### src/rtl/ecc_pkg.sv
package ecc_pkg;
  typedef enum logic [1:0] {
    ST_NONE      = 2'd0,
    ST_CORRECTED = 2'd1,
    ST_UNCORR    = 2'd2
  } ecc_status_e;

  // Select bit lanes of a byte whose lane number has bit k equal to sel.
  function automatic logic [7:0] lane_mask(input int unsigned k, input logic sel);
    logic [7:0] m;
    for (int j = 0; j < 8; j++) begin
      m[j] = ((((j >> k) & 1) != 0) == sel);
    end
    return m;
  endfunction
endpackage

### src/rtl/ecc_parity_acc.sv
module ecc_parity_acc #(
  parameter int unsigned AW = 9,
  localparam int unsigned H = AW + 3
) (
  input  logic           clk,
  input  logic           rst_n,
  input  logic           take,
  input  logic           first,
  input  logic [7:0]     data,
  output logic [2*H-1:0] code_inv
);
  logic [H-1:0]  one_q, zero_q;
  logic [AW-1:0] idx_q;
  logic [AW-1:0] cur_idx;
  logic [H-1:0]  base_one, base_zero;
  logic [H-1:0]  c_one, c_zero;
  logic          par;

  assign cur_idx   = first ? '0 : idx_q;
  assign base_one  = first ? '0 : one_q;
  assign base_zero = first ? '0 : zero_q;
  assign par       = ^data;

  // Bit-within-byte address lanes.
  for (genvar k = 0; k < 3; k++) begin : g_bitlane
    localparam logic [7:0] MSEL = ecc_pkg::lane_mask(k, 1'b1);
    assign c_one[k]  = ^(data & MSEL);
    assign c_zero[k] = ^(data & ~MSEL);
  end

  // Byte-index address lanes: whole-byte parity gated by the index bit.
  for (genvar k = 0; k < AW; k++) begin : g_bytelane
    assign c_one[3+k]  = cur_idx[k] & par;
    assign c_zero[3+k] = ~cur_idx[k] & par;
  end

  always_ff @(posedge clk) begin
    if (!rst_n) begin
      one_q  <= '0;
      zero_q <= '0;
      idx_q  <= '0;
    end else if (take) begin
      one_q  <= base_one ^ c_one;
      zero_q <= base_zero ^ c_zero;
      idx_q  <= cur_idx + AW'(1);
    end
  end

  assign code_inv = ~{one_q, zero_q};

  p_restart_index_r4: assert property (@(posedge clk) disable iff (!rst_n)
    (take && first) |=> (idx_q == AW'(1)));

  p_code_hold_r2: assert property (@(posedge clk) disable iff (!rst_n)
    !take |=> $stable(code_inv));
endmodule

### src/rtl/ecc_syndrome.sv
module ecc_syndrome #(
  parameter int unsigned SECTOR_BYTES = 512,
  parameter int unsigned AW = 9,
  localparam int unsigned H = AW + 3
) (
  input  logic [2*H-1:0]         stored,
  input  logic [2*H-1:0]         calc,
  output ecc_pkg::ecc_status_e   kind,
  output logic                   data_fix,
  output logic [AW-1:0]          byte_idx,
  output logic [2:0]             bit_idx
);
  import ecc_pkg::*;

  localparam logic [AW:0] LIMIT = (AW+1)'(SECTOR_BYTES);

  logic [2*H-1:0] m;
  logic [H-1:0]   hi, lo;
  logic           compl_ok, in_range;

  assign m        = stored ^ calc;
  assign hi       = m[2*H-1:H];
  assign lo       = m[H-1:0];
  assign compl_ok = &(hi ^ lo);
  assign in_range = ({1'b0, hi[H-1:3]} < LIMIT);

  always_comb begin
    kind     = ST_UNCORR;
    data_fix = 1'b0;
    byte_idx = '0;
    bit_idx  = '0;
    if (m == '0) begin
      kind = ST_NONE;
    end else if (compl_ok) begin
      if (in_range) begin
        kind     = ST_CORRECTED;
        data_fix = 1'b1;
        byte_idx = hi[H-1:3];
        bit_idx  = hi[2:0];
      end
    end else if ($onehot(m)) begin
      kind = ST_CORRECTED;
    end
  end
endmodule

### src/rtl/ecc_fix_seq.sv
module ecc_fix_seq #(
  parameter int unsigned AW = 9
) (
  input  logic                 clk,
  input  logic                 rst_n,
  input  logic                 go,
  input  ecc_pkg::ecc_status_e kind_in,
  input  logic                 fix_in,
  input  logic [AW-1:0]        byte_in,
  input  logic [2:0]           bit_in,
  input  logic [7:0]           buf_rd_data,
  output logic                 idle,
  output logic                 st_valid,
  output ecc_pkg::ecc_status_e st_kind,
  output logic                 st_data_fix,
  output logic [AW-1:0]        fix_byte,
  output logic [2:0]           fix_bit,
  output logic                 buf_rd_en,
  output logic                 buf_wr_en,
  output logic [AW-1:0]        buf_addr,
  output logic [7:0]           buf_wr_data
);
  import ecc_pkg::*;

  typedef enum logic [1:0] {S_IDLE, S_RD, S_WR} fix_state_e;
  fix_state_e state_q;

  always_ff @(posedge clk) begin
    if (!rst_n) begin
      state_q     <= S_IDLE;
      st_valid    <= 1'b0;
      st_kind     <= ST_NONE;
      st_data_fix <= 1'b0;
      fix_byte    <= '0;
      fix_bit     <= '0;
    end else begin
      st_valid <= 1'b0;
      unique case (state_q)
        S_IDLE: if (go) begin
          st_valid    <= 1'b1;
          st_kind     <= kind_in;
          st_data_fix <= fix_in;
          fix_byte    <= fix_in ? byte_in : '0;
          fix_bit     <= fix_in ? bit_in : '0;
          if (fix_in) state_q <= S_RD;
        end
        S_RD:    state_q <= S_WR;
        S_WR:    state_q <= S_IDLE;
        default: state_q <= S_IDLE;
      endcase
    end
  end

  assign idle        = (state_q == S_IDLE);
  assign buf_rd_en   = (state_q == S_RD);
  assign buf_wr_en   = (state_q == S_WR);
  assign buf_addr    = fix_byte;
  assign buf_wr_data = buf_rd_data ^ 8'(8'h01 << fix_bit);

  p_write_after_read_r7: assert property (@(posedge clk) disable iff (!rst_n)
    buf_rd_en |=> (buf_wr_en && $stable(buf_addr)));

  p_status_after_go_r12: assert property (@(posedge clk) disable iff (!rst_n)
    st_valid |-> $past(go && idle));

  p_fix_only_corrected_r9: assert property (@(posedge clk) disable iff (!rst_n)
    buf_rd_en |-> (st_kind == ST_CORRECTED && st_data_fix));
endmodule

### src/rtl/hamming_sector_ecc.sv
module hamming_sector_ecc #(
  parameter int unsigned SECTOR_BYTES = 512,
  localparam int unsigned AW = $clog2(SECTOR_BYTES),
  localparam int unsigned H  = AW + 3,
  localparam int unsigned CW = 2 * H
) (
  input  logic          clk,
  input  logic          rst_n,
  input  logic          s_valid,
  output logic          s_ready,
  input  logic          s_first,
  input  logic [7:0]    s_data,
  output logic [CW-1:0] code_out,
  input  logic          chk_go,
  input  logic [CW-1:0] chk_code,
  output logic          st_valid,
  output logic [1:0]    st_kind,
  output logic          st_data_fix,
  output logic [AW-1:0] fix_byte,
  output logic [2:0]    fix_bit,
  output logic          buf_rd_en,
  output logic          buf_wr_en,
  output logic [AW-1:0] buf_addr,
  output logic [7:0]    buf_wr_data,
  input  logic [7:0]    buf_rd_data
);
  import ecc_pkg::*;

  localparam logic [AW:0] LIMIT = (AW+1)'(SECTOR_BYTES);

  logic          idle, take;
  ecc_status_e   syn_kind, st_kind_e;
  logic          syn_fix;
  logic [AW-1:0] syn_byte;
  logic [2:0]    syn_bit;

  assign s_ready = idle;
  assign take    = s_valid && idle;
  assign st_kind = st_kind_e;

  ecc_parity_acc #(.AW(AW)) u_acc (
    .clk(clk), .rst_n(rst_n), .take(take), .first(s_first),
    .data(s_data), .code_inv(code_out)
  );

  ecc_syndrome #(.SECTOR_BYTES(SECTOR_BYTES), .AW(AW)) u_syn (
    .stored(chk_code), .calc(code_out), .kind(syn_kind),
    .data_fix(syn_fix), .byte_idx(syn_byte), .bit_idx(syn_bit)
  );

  ecc_fix_seq #(.AW(AW)) u_fix (
    .clk(clk), .rst_n(rst_n), .go(chk_go), .kind_in(syn_kind),
    .fix_in(syn_fix), .byte_in(syn_byte), .bit_in(syn_bit),
    .buf_rd_data(buf_rd_data), .idle(idle), .st_valid(st_valid),
    .st_kind(st_kind_e), .st_data_fix(st_data_fix), .fix_byte(fix_byte),
    .fix_bit(fix_bit), .buf_rd_en(buf_rd_en), .buf_wr_en(buf_wr_en),
    .buf_addr(buf_addr), .buf_wr_data(buf_wr_data)
  );

  p_busy_blocks_stream_r11: assert property (@(posedge clk) disable iff (!rst_n)
    (buf_rd_en || buf_wr_en) |-> !s_ready);

  p_fix_in_range_r10: assert property (@(posedge clk) disable iff (!rst_n)
    st_data_fix |-> ({1'b0, fix_byte} < LIMIT));
endmodule

### config.mk
export PLATFORM = sky130hd
export DESIGN_NAME = hamming_sector_ecc
export DESIGN_NICKNAME = d
export VERILOG_FILES = /design/src/rtl/ecc_pkg.sv /design/src/rtl/ecc_parity_acc.sv /design/src/rtl/ecc_syndrome.sv /design/src/rtl/ecc_fix_seq.sv /design/src/rtl/hamming_sector_ecc.sv
export SDC_FILE = /design/constraint.sdc
export NUM_CORES = 1
export LEC_CHECK = 0
export BUFFER_PORTS_ARGS = -buffer_cell sky130_fd_sc_hd__buf_2
export CORE_MARGIN = 5
export CORE_UTILIZATION = 45
export CTS_BUF_LIST = sky130_fd_sc_hd__clkbuf_8
export DETAILED_ROUTE_END_ITERATION = 8
export GPL_TIMING_DRIVEN = 0
export HOLD_SLACK_MARGIN = 0.1
export PLACE_DENSITY = 0.8
export SYNTH_ARGS = -nofsm -noshare
export SYNTH_HDL_FRONTEND = slang
export SYNTH_SLANG_ARGS = --single-unit
export TNS_END_PERCENT = 30
### constraint.sdc
create_clock -name clk -period 6.4 [get_ports clk]
set_input_delay 0.64 -clock clk [delete_from_list [all_inputs] [get_ports clk]]
set_output_delay 0.64 -clock clk [all_outputs]
set_load 0.02 [all_outputs]
==> results of run 1 <==
## layer usage
metal  track usage, %  part of all wire, %  vias to the layer above
li1                 -                    -                     1870
met1             24.3                   41                     1835
met2             34.8                   50                      203
met3             3.13                  7.9                       23
met4             5.94                  1.8                        0
met5                0                    0                        -
## worst paths after layout
path | startpoint | to
worst max-delay path | chk_code[22] | u_fix.st_kind[1]
worst min-delay path | u_fix.st_data_fix | u_fix.st_data_fix
worst max register to register | u_acc.one_q[10] | u_fix.st_kind[1]
worst min register to register | u_fix.st_data_fix | u_fix.st_data_fix
## sequential cells by signal, summed over array words and instances (netlist names)
signal	flops
u_fix.state_q	2
u_acc.one_q	12
u_acc.idx_q	9
u_fix.buf_addr	9
u_fix.st_valid	1
u_fix.fix_bit	3
u_fix.st_kind	2
u_acc.zero_q	12
u_fix.st_data_fix	1
## kinds of logic after synthesis
kind of cell               Yosys count  synth area share, %
buffers and inverters              121                 12.2
xor gates and xnor gates            61                 13.5
adders and majority gates           50                 18.1
AOI/OAI and AO/OA                   95                 16.5
and+or+nand+nor                    122                 15.6
DFF                                 51                 24.1
## power by group through the flow
stage / sequential [mW] / combinational, mW / clock, mW
global route: 0.363 / 1.63 / 0.247
global placement: 0.367 / 1.31 / 0
CTS: 0.360 / 1.43 / 0.232
finish: 0.360 / 1.40 / 0.228
detailed placement: 0.368 / 1.42 / 0
floorplan: 0.366 / 1.08 / 0
## per-stage QoR
step,hold slack [ns],instances,instance area (µm²),utilization [%]
after global routing,0.472,722,5010,54.5
after detailed placement,0.434,714,4900,53.3
after CTS,0.449,722,5010,54.5
after floorplan,0.478,500,4240,-
final,0.444,722,5010,54.5
after global placement,0.429,714,4900,53.3
## cell type report
cell class	instances	area (µm²)
fillers	842	4190
multi-input cells	328	2700
flip-flops and latches	51	1020
repair buffers	103	515
inverters	81	304
plain buffers	40	214
well taps	111	139
clock buffers	5	68.8
clock inverters	3	43.8
## critical path: cells and delay by family
family | cells | cell delay, ns
AOI/OAI and AO/OA | 1 | 0.24
xor gates and xnor gates | 2 | 0.64
adders and majority gates | 8 | 3.49
buffers and inverters | 4 | 0.33
and+or+nand+nor | 2 | 0.34
## cell usage in the layout, fill, tap and decap left out, types with 3 or more instances in the layout
cell type | netlist | layout
o21ai_0 | 24 | 24
nand4_1 | 12 | 12
o31ai_1 | 7 | 7
inv_1 | 80 | 80
ha_1 | 31 | 31
xor2_1 | 30 | 30
nor3b_1 | 3 | 3
and2_1 | 3 | 3
a21oi_1 | 11 | 11
o21ai_2 | 8 | 8
nor2b_1 | 12 | 12
nand3_1 | 8 | 8
a22oi_1 | 6 | 6
fa_1 | 19 | 19
clkbuf_1 | 22 | 22
buf_2 | 3 | 106
o211ai_1 | 8 | 8
nand4b_1 | 9 | 9
nor3_1 | 6 | 6
xnor2_2 | 4 | 4
buf_4 | 10 | 10
buf_6 | 3 | 3
nor2_1 | 28 | 28
clkbuf_8 | 0 | 5
xnor2_1 | 26 | 26
o311a_1 | 9 | 9
dfxtp_1 | 51 | 51
nand2_1 | 31 | 31
a32oi_1 | 10 | 10
==> results by group, run 1 <==
Clock network
  – Worst-Skew Late Latency: around 0.31 ns
  – Clk pin slew, worst setup/hold paths: ~0.10 ns
  – Clock Sinks: approximately 50
  – H-tree levels: 2
  – Total CTS buffers: 5
  – Post-CTS sizing: 0
  – Root buf cell: clkbuf_8
  – CTS tree: done
  – # hold bufs at CTS: 0
  – Setup Buffers After CTS: 0
  – Clock tree buffer depth: 2

Timing
  – Final hold viol count: 0
  – Fin crit share: about 86%
  – Maximum clock frequency: ~0.18 GHz
  – Max-slew violation count: 0
  – Setup TNS: 0 ns
  – Slew @ Worst Pin: approximately 0.64 ns
  – Fin worst setup slack: roughly 0.9 ns
  – Relative slew slack: a little under three fifths
  – Post-layout min period: 5.50 ns
  – Final setup fails: 0
  – RSZ-0062 raised after global routing: no
  – Clock Skew: roughly 0.0084 ns

Yosys
  – Most common cell in the netlist: inv_1
  – Post-synth EDFFs: 0
  – Unique masters post-synth: 47
  – Asr flop ratio synth: 0%
  – Syn nets: between 500 and 600
  – Post-Syn Area: approximately 4200 µm²
  – Sequential-to-total area share from yosys stat: between 20 and 25%
  – Avg Inst Size Synth: approximately 8.5 µm²
  – Synth Register Bits: 51
  – Post-synth top area share: between 20% and 30%
  – Synth top area cells: dfxtp_1 (24%), ha_1 (9.1%), fa_1 (9.0%)
  – Synth cell count leaders: inv_1 (80), dfxtp_1 (51), ha_1 (31), nand2_1 (31), xor2_1 (30)
  – Post-synth top area cell: dfxtp_1
  – YS warnings: 0
  – Syn Inst Count: 500
  – Primary FF master, synth: dfxtp_1

Worst setup path
  – Critical setup path kind: in -> reg
  – Worst-path cell chain: buf_2 > xor2_1 > inv_1 > ha_1 > fa_1 > inv_1 > fa_1 > fa_1 > fa_1 > inv_1 > fa_1 > ha_1 > fa_1 > xor2_1 > nor3_1 > nand3_1 > a32o_1
  – Crit path arrival time: 5.71 ns
  – FF-to-FF setup slack: roughly 0.9 ns
  – Slowest cell on the critical path: fa_1
  – CP max stage delay: 0.56 ns
  – Crit end category: register
  – Startpoint types: input port
  – Worst path required time: approximately 6.6 ns
  – Worst Path Max Fanout: 4
  – Reg2Reg Depth: 16
  – CP most frequent cell: fa_1

Route
  – First DRT Iteration DRCs: 234
  – Vias per cell: 5.44
  – DRT Pass-1 Iters: 5
  – Via count: between 3000 and 4000
  – Wirelength per Cell: ~16 µm
  – DRT antenna net count: 0
  – DRC violation count after routing: 0
  – DRT Wirelength: roughly 11000 µm

Cells and area
  – Final #Nets: between 700 and 800
  – P&R area growth vs syn: 18.1%
  – # diodes: 0
  – Layout cells sized above 1: between 20% and 30%

Run status
  – Status: completed

Power and ir drop
  – Internal: 1.08 mW
  – Total power: roughly 2.0 mW
  – Comb pwr share: a little over two thirds
  – Sw power: between 0.9 and 1 mW
  – Leak Pwr: around 2.3 nW
  – VDD IR-drop max: around 0.00029 V
  – Pwr Density: a little under 400 nW/µm²
  – Flop pwr share: about 18%
  – Clk pwr share: 11.5%
  – Sw frac: between 40% and 50%

Hold path
  – HP Class: reg -> reg
  – Hold path depth: 2

Global routing
  – First-pass GRT wire length: roughly 18000 µm
  – Initial antenna violation count: 1
  – Vias in the first global route: approximately 3800
  – Total gr overflow: 0
  – All-Layer GR Usage: just under 20%
  – Largest net degree at the start of global routing: 17

Floorplanning
  – Boundary Pins: about 110
  – Die area: 11500 µm²
  – Die H: around 110 µm
  – Core area: roughly 9200 µm²
  – Rows: 35
  – Die width: about 110 µm
  – Initial Util: between 40 and 50%

Place
  – IO buf count: around 100
  – Post-DP HPWL: ~9400 µm
  – GPL Wtd Cong: between 0.9 and 1
  – Dpl ws: 0.556 ns

Run
  – Max cap viols: 0
Power figures use the tool's default switching activity.
==> run 2: changes to the inputs <==
--- a/config.mk
+++ b/config.mk
@@ -6,7 +6,7 @@
 export NUM_CORES = 1
 export LEC_CHECK = 0
 export BUFFER_PORTS_ARGS = -buffer_cell sky130_fd_sc_hd__buf_2
-export CORE_MARGIN = 5
+export CORE_MARGIN = 8
 export CORE_UTILIZATION = 45
 export CTS_BUF_LIST = sky130_fd_sc_hd__clkbuf_8
 export DETAILED_ROUTE_END_ITERATION = 8
==> constraint.sdc (replaced) <==
create_clock -name clk -period 6.38 [get_ports clk]
set_input_delay 0.638 -clock clk [delete_from_list [all_inputs] [get_ports clk]]
set_output_delay 0.638 -clock clk [all_outputs]
set_load 0.02 [all_outputs]
==> run 2 against run 1 <==
Against the previous run: via count fell by 0.31%; worst setup slack improved by 0.012 ns; flip-flop and latch count is the same; register-to-register slack about the same; clock power grew 7%; final area rose by 0.17%; core utilization up 0.095 points; clock-buffer cell count rose by 1; die area is 12% higher.
==> results by group, run 2 (synthesized netlist as in run 1, its figures left out) <==
Worst setup path
  – Worst path required time: 6.60 ns
  – Kind of cell adding the most delay to the critical path: adder cells
  – Slowest cell on the critical path: fa_1
  – Worst-path cell chain: xor2_1 > inv_1 > ha_1 > fa_1 > inv_1 > fa_1 > fa_1 > fa_1 > inv_1 > fa_1 > ha_1 > fa_1 > xor2_1 > nor3_1 > nand3_1 > a32o_1
  – CP max stage delay: 0.56 ns
  – CP most frequent cell: fa_1
  – Worst Path Max Fanout: 4
  – Startpoint types: register
  – Crit path arrival time: 5.68 ns
  – Crit end category: register
  – Critical setup path kind: reg -> reg
  – Crit path buf inv count: 3

Clock network
  – Clock Sinks: between 50 and 60
  – Worst-Skew Late Latency: 0.32 ns
  – # hold bufs at CTS: 0
  – Total CTS buffers: 5
  – Clock tree buffer depth: 2
  – Post-CTS sizing: 0
  – Root buf cell: clkbuf_8
  – CTS tree: done
  – H-tree levels: 2
  – Clk pin slew, worst setup/hold paths: around 0.10 ns
  – Setup Buffers After CTS: 0

Floorplanning
  – Core area: a little over 9000 µm²
  – Die area: about 13000 µm²
  – Initial Util: a little under half
  – Die H: around 110 µm
  – Die width: approximately 110 µm
  – Boundary Pins: between 100 and 150
  – Rows: 35

Global routing
  – Vias in the first global route: roughly 3800
  – Initial antenna violation count: 0
  – Total gr overflow: 0
  – First-pass GRT wire length: about 19000 µm
  – Largest net degree at the start of global routing: 17
  – All-Layer GR Usage: 18.5%

Cells and area
  – Most frequent cells in the layout: buf_2 (106), inv_1 (80), dfxtp_1 (51), nand2_1 (31), ha_1 (31)
  – Largest registers: u_acc.one_q: 12 flops, u_acc.zero_q: 12 flops
  – # diodes: 0
  – P&R area growth vs syn: 18.3%
  – Register area: slightly above 1000 µm²
  – Commonest non-fill, non-tap cell in the layout: buf_2
  – Layout cells sized above 1: about a quarter
  – Fillers: just over 800
  – Final #Nets: approximately 700
  – Final Cell Area: 5020 µm²
  – Multi-input gate area: approximately 2700 µm²

Timing
  – Max-slew violation count: 0
  – RSZ-0062 raised after global routing: no
  – Relative slew slack: between 50% and 60%
  – Final hold viol count: 0
  – Post-layout min period: 5.47 ns
  – Slew @ Worst Pin: ~0.64 ns
  – Setup TNS: 0 ns
  – Maximum clock frequency: 0.183 GHz
  – Final setup fails: 0
  – Fin crit share: 85.7%
  – Clock Skew: between 0.015 and 0.02 ns

Power and ir drop
  – VDD IR-drop max: ~0.00030 V
  – Leak Pwr: 2.33 nW
  – Pwr Density: approximately 400 nW/µm²

Hold path
  – HP Class: reg -> reg

Route
  – DRT Wirelength: 12000 µm
  – DRT antenna net count: 0
  – Via count: 3919
  – Wirelength per Cell: 16.7 µm
  – First DRT Iteration DRCs: about 320
  – DRC violation count after routing: 0
  – Vias per cell: approximately 5.4
  – DRT Pass-1 Iters: 5

Run status
  – Status: completed

Place
  – IO buf count: between 100 and 150
  – GPL Wtd Cong: between 0.9 and 1
  – Post-DP HPWL: 9760 µm
  – Area after DPL: 4900 µm²

Run
  – Max cap viols: 0
==> run 2: changes by cell type in the layout (fill, tap and decap cells not counted) <==
cell / before / now
clkinv_2: 1 / 0
clkinv_4: 1 / 0
inv_6: 0 / 1
clkbuf_8: 5 / 6
==> run 2: final timing paths <==
check | depth (start not counted) | to | startpoint | slack, ns
min reg2reg | 2 | u_fix.st_data_fix | u_fix.st_data_fix | 0.47
max reg2reg | 16 | u_fix.st_kind[1] | u_acc.one_q[10] | 0.91
min | 2 | u_fix.st_data_fix | u_fix.st_data_fix | 0.47
max | 16 | u_fix.st_kind[1] | u_acc.one_q[10] | 0.91
==> run 2: power by group <==
| part | internal (mW) | switching (mW) |
|---|---|---|
| sequential | 0.341 | 0.0222 |
| clock | 0.129 | 0.116 |
| combinational | 0.620 | 0.761 |
==> run 2: per-stage QoR <==
step	cells	setup WS [ns]	util (%)	power [mW]	hold slack [ns]
finish	722	0.911	54.6	1.99	0.468
detailed placement	714	0.581	53.3	1.77	0.464
floorplan	500	1.15	-	1.45	0.478
global placement	714	0.693	53.3	1.68	0.429
CTS	722	0.892	54.6	2.02	0.477
global route	722	0.694	54.6	2.22	0.497
==> run 2: tightest hold or removal path, cell delays in order (launching register included) <==
cell and delay, ns:
dfxtp_1 0.32, nand2_1 0.05, nand2_1 0.05
==> run 2: layer usage <==
metal / wire length [µm] / global-route usage [%] / part of all wire, % / vias to the layer above
li1: - / - / - / 1871
met1: 4850 / 22.0 / 40 / 1813
met5: 0 / 0 / 0 / -
met2: 5730 / 31.5 / 48 / 210
met3: 1170 / 4.74 / 9.7 / 25
met4: 288 / 6.39 / 2.4 / 0
==> run 2: final cells by class <==
type	instances	area share, %
Tap cell	111	2.77
Sequential cell	51	20.3
Clock inverter	2	0.773
Timing Repair Buffer	103	10.3
Multi-Input combinational cell	328	53.9
Inverter	81	6.06
Clock buffer	6	1.65
Buffer	40	4.26
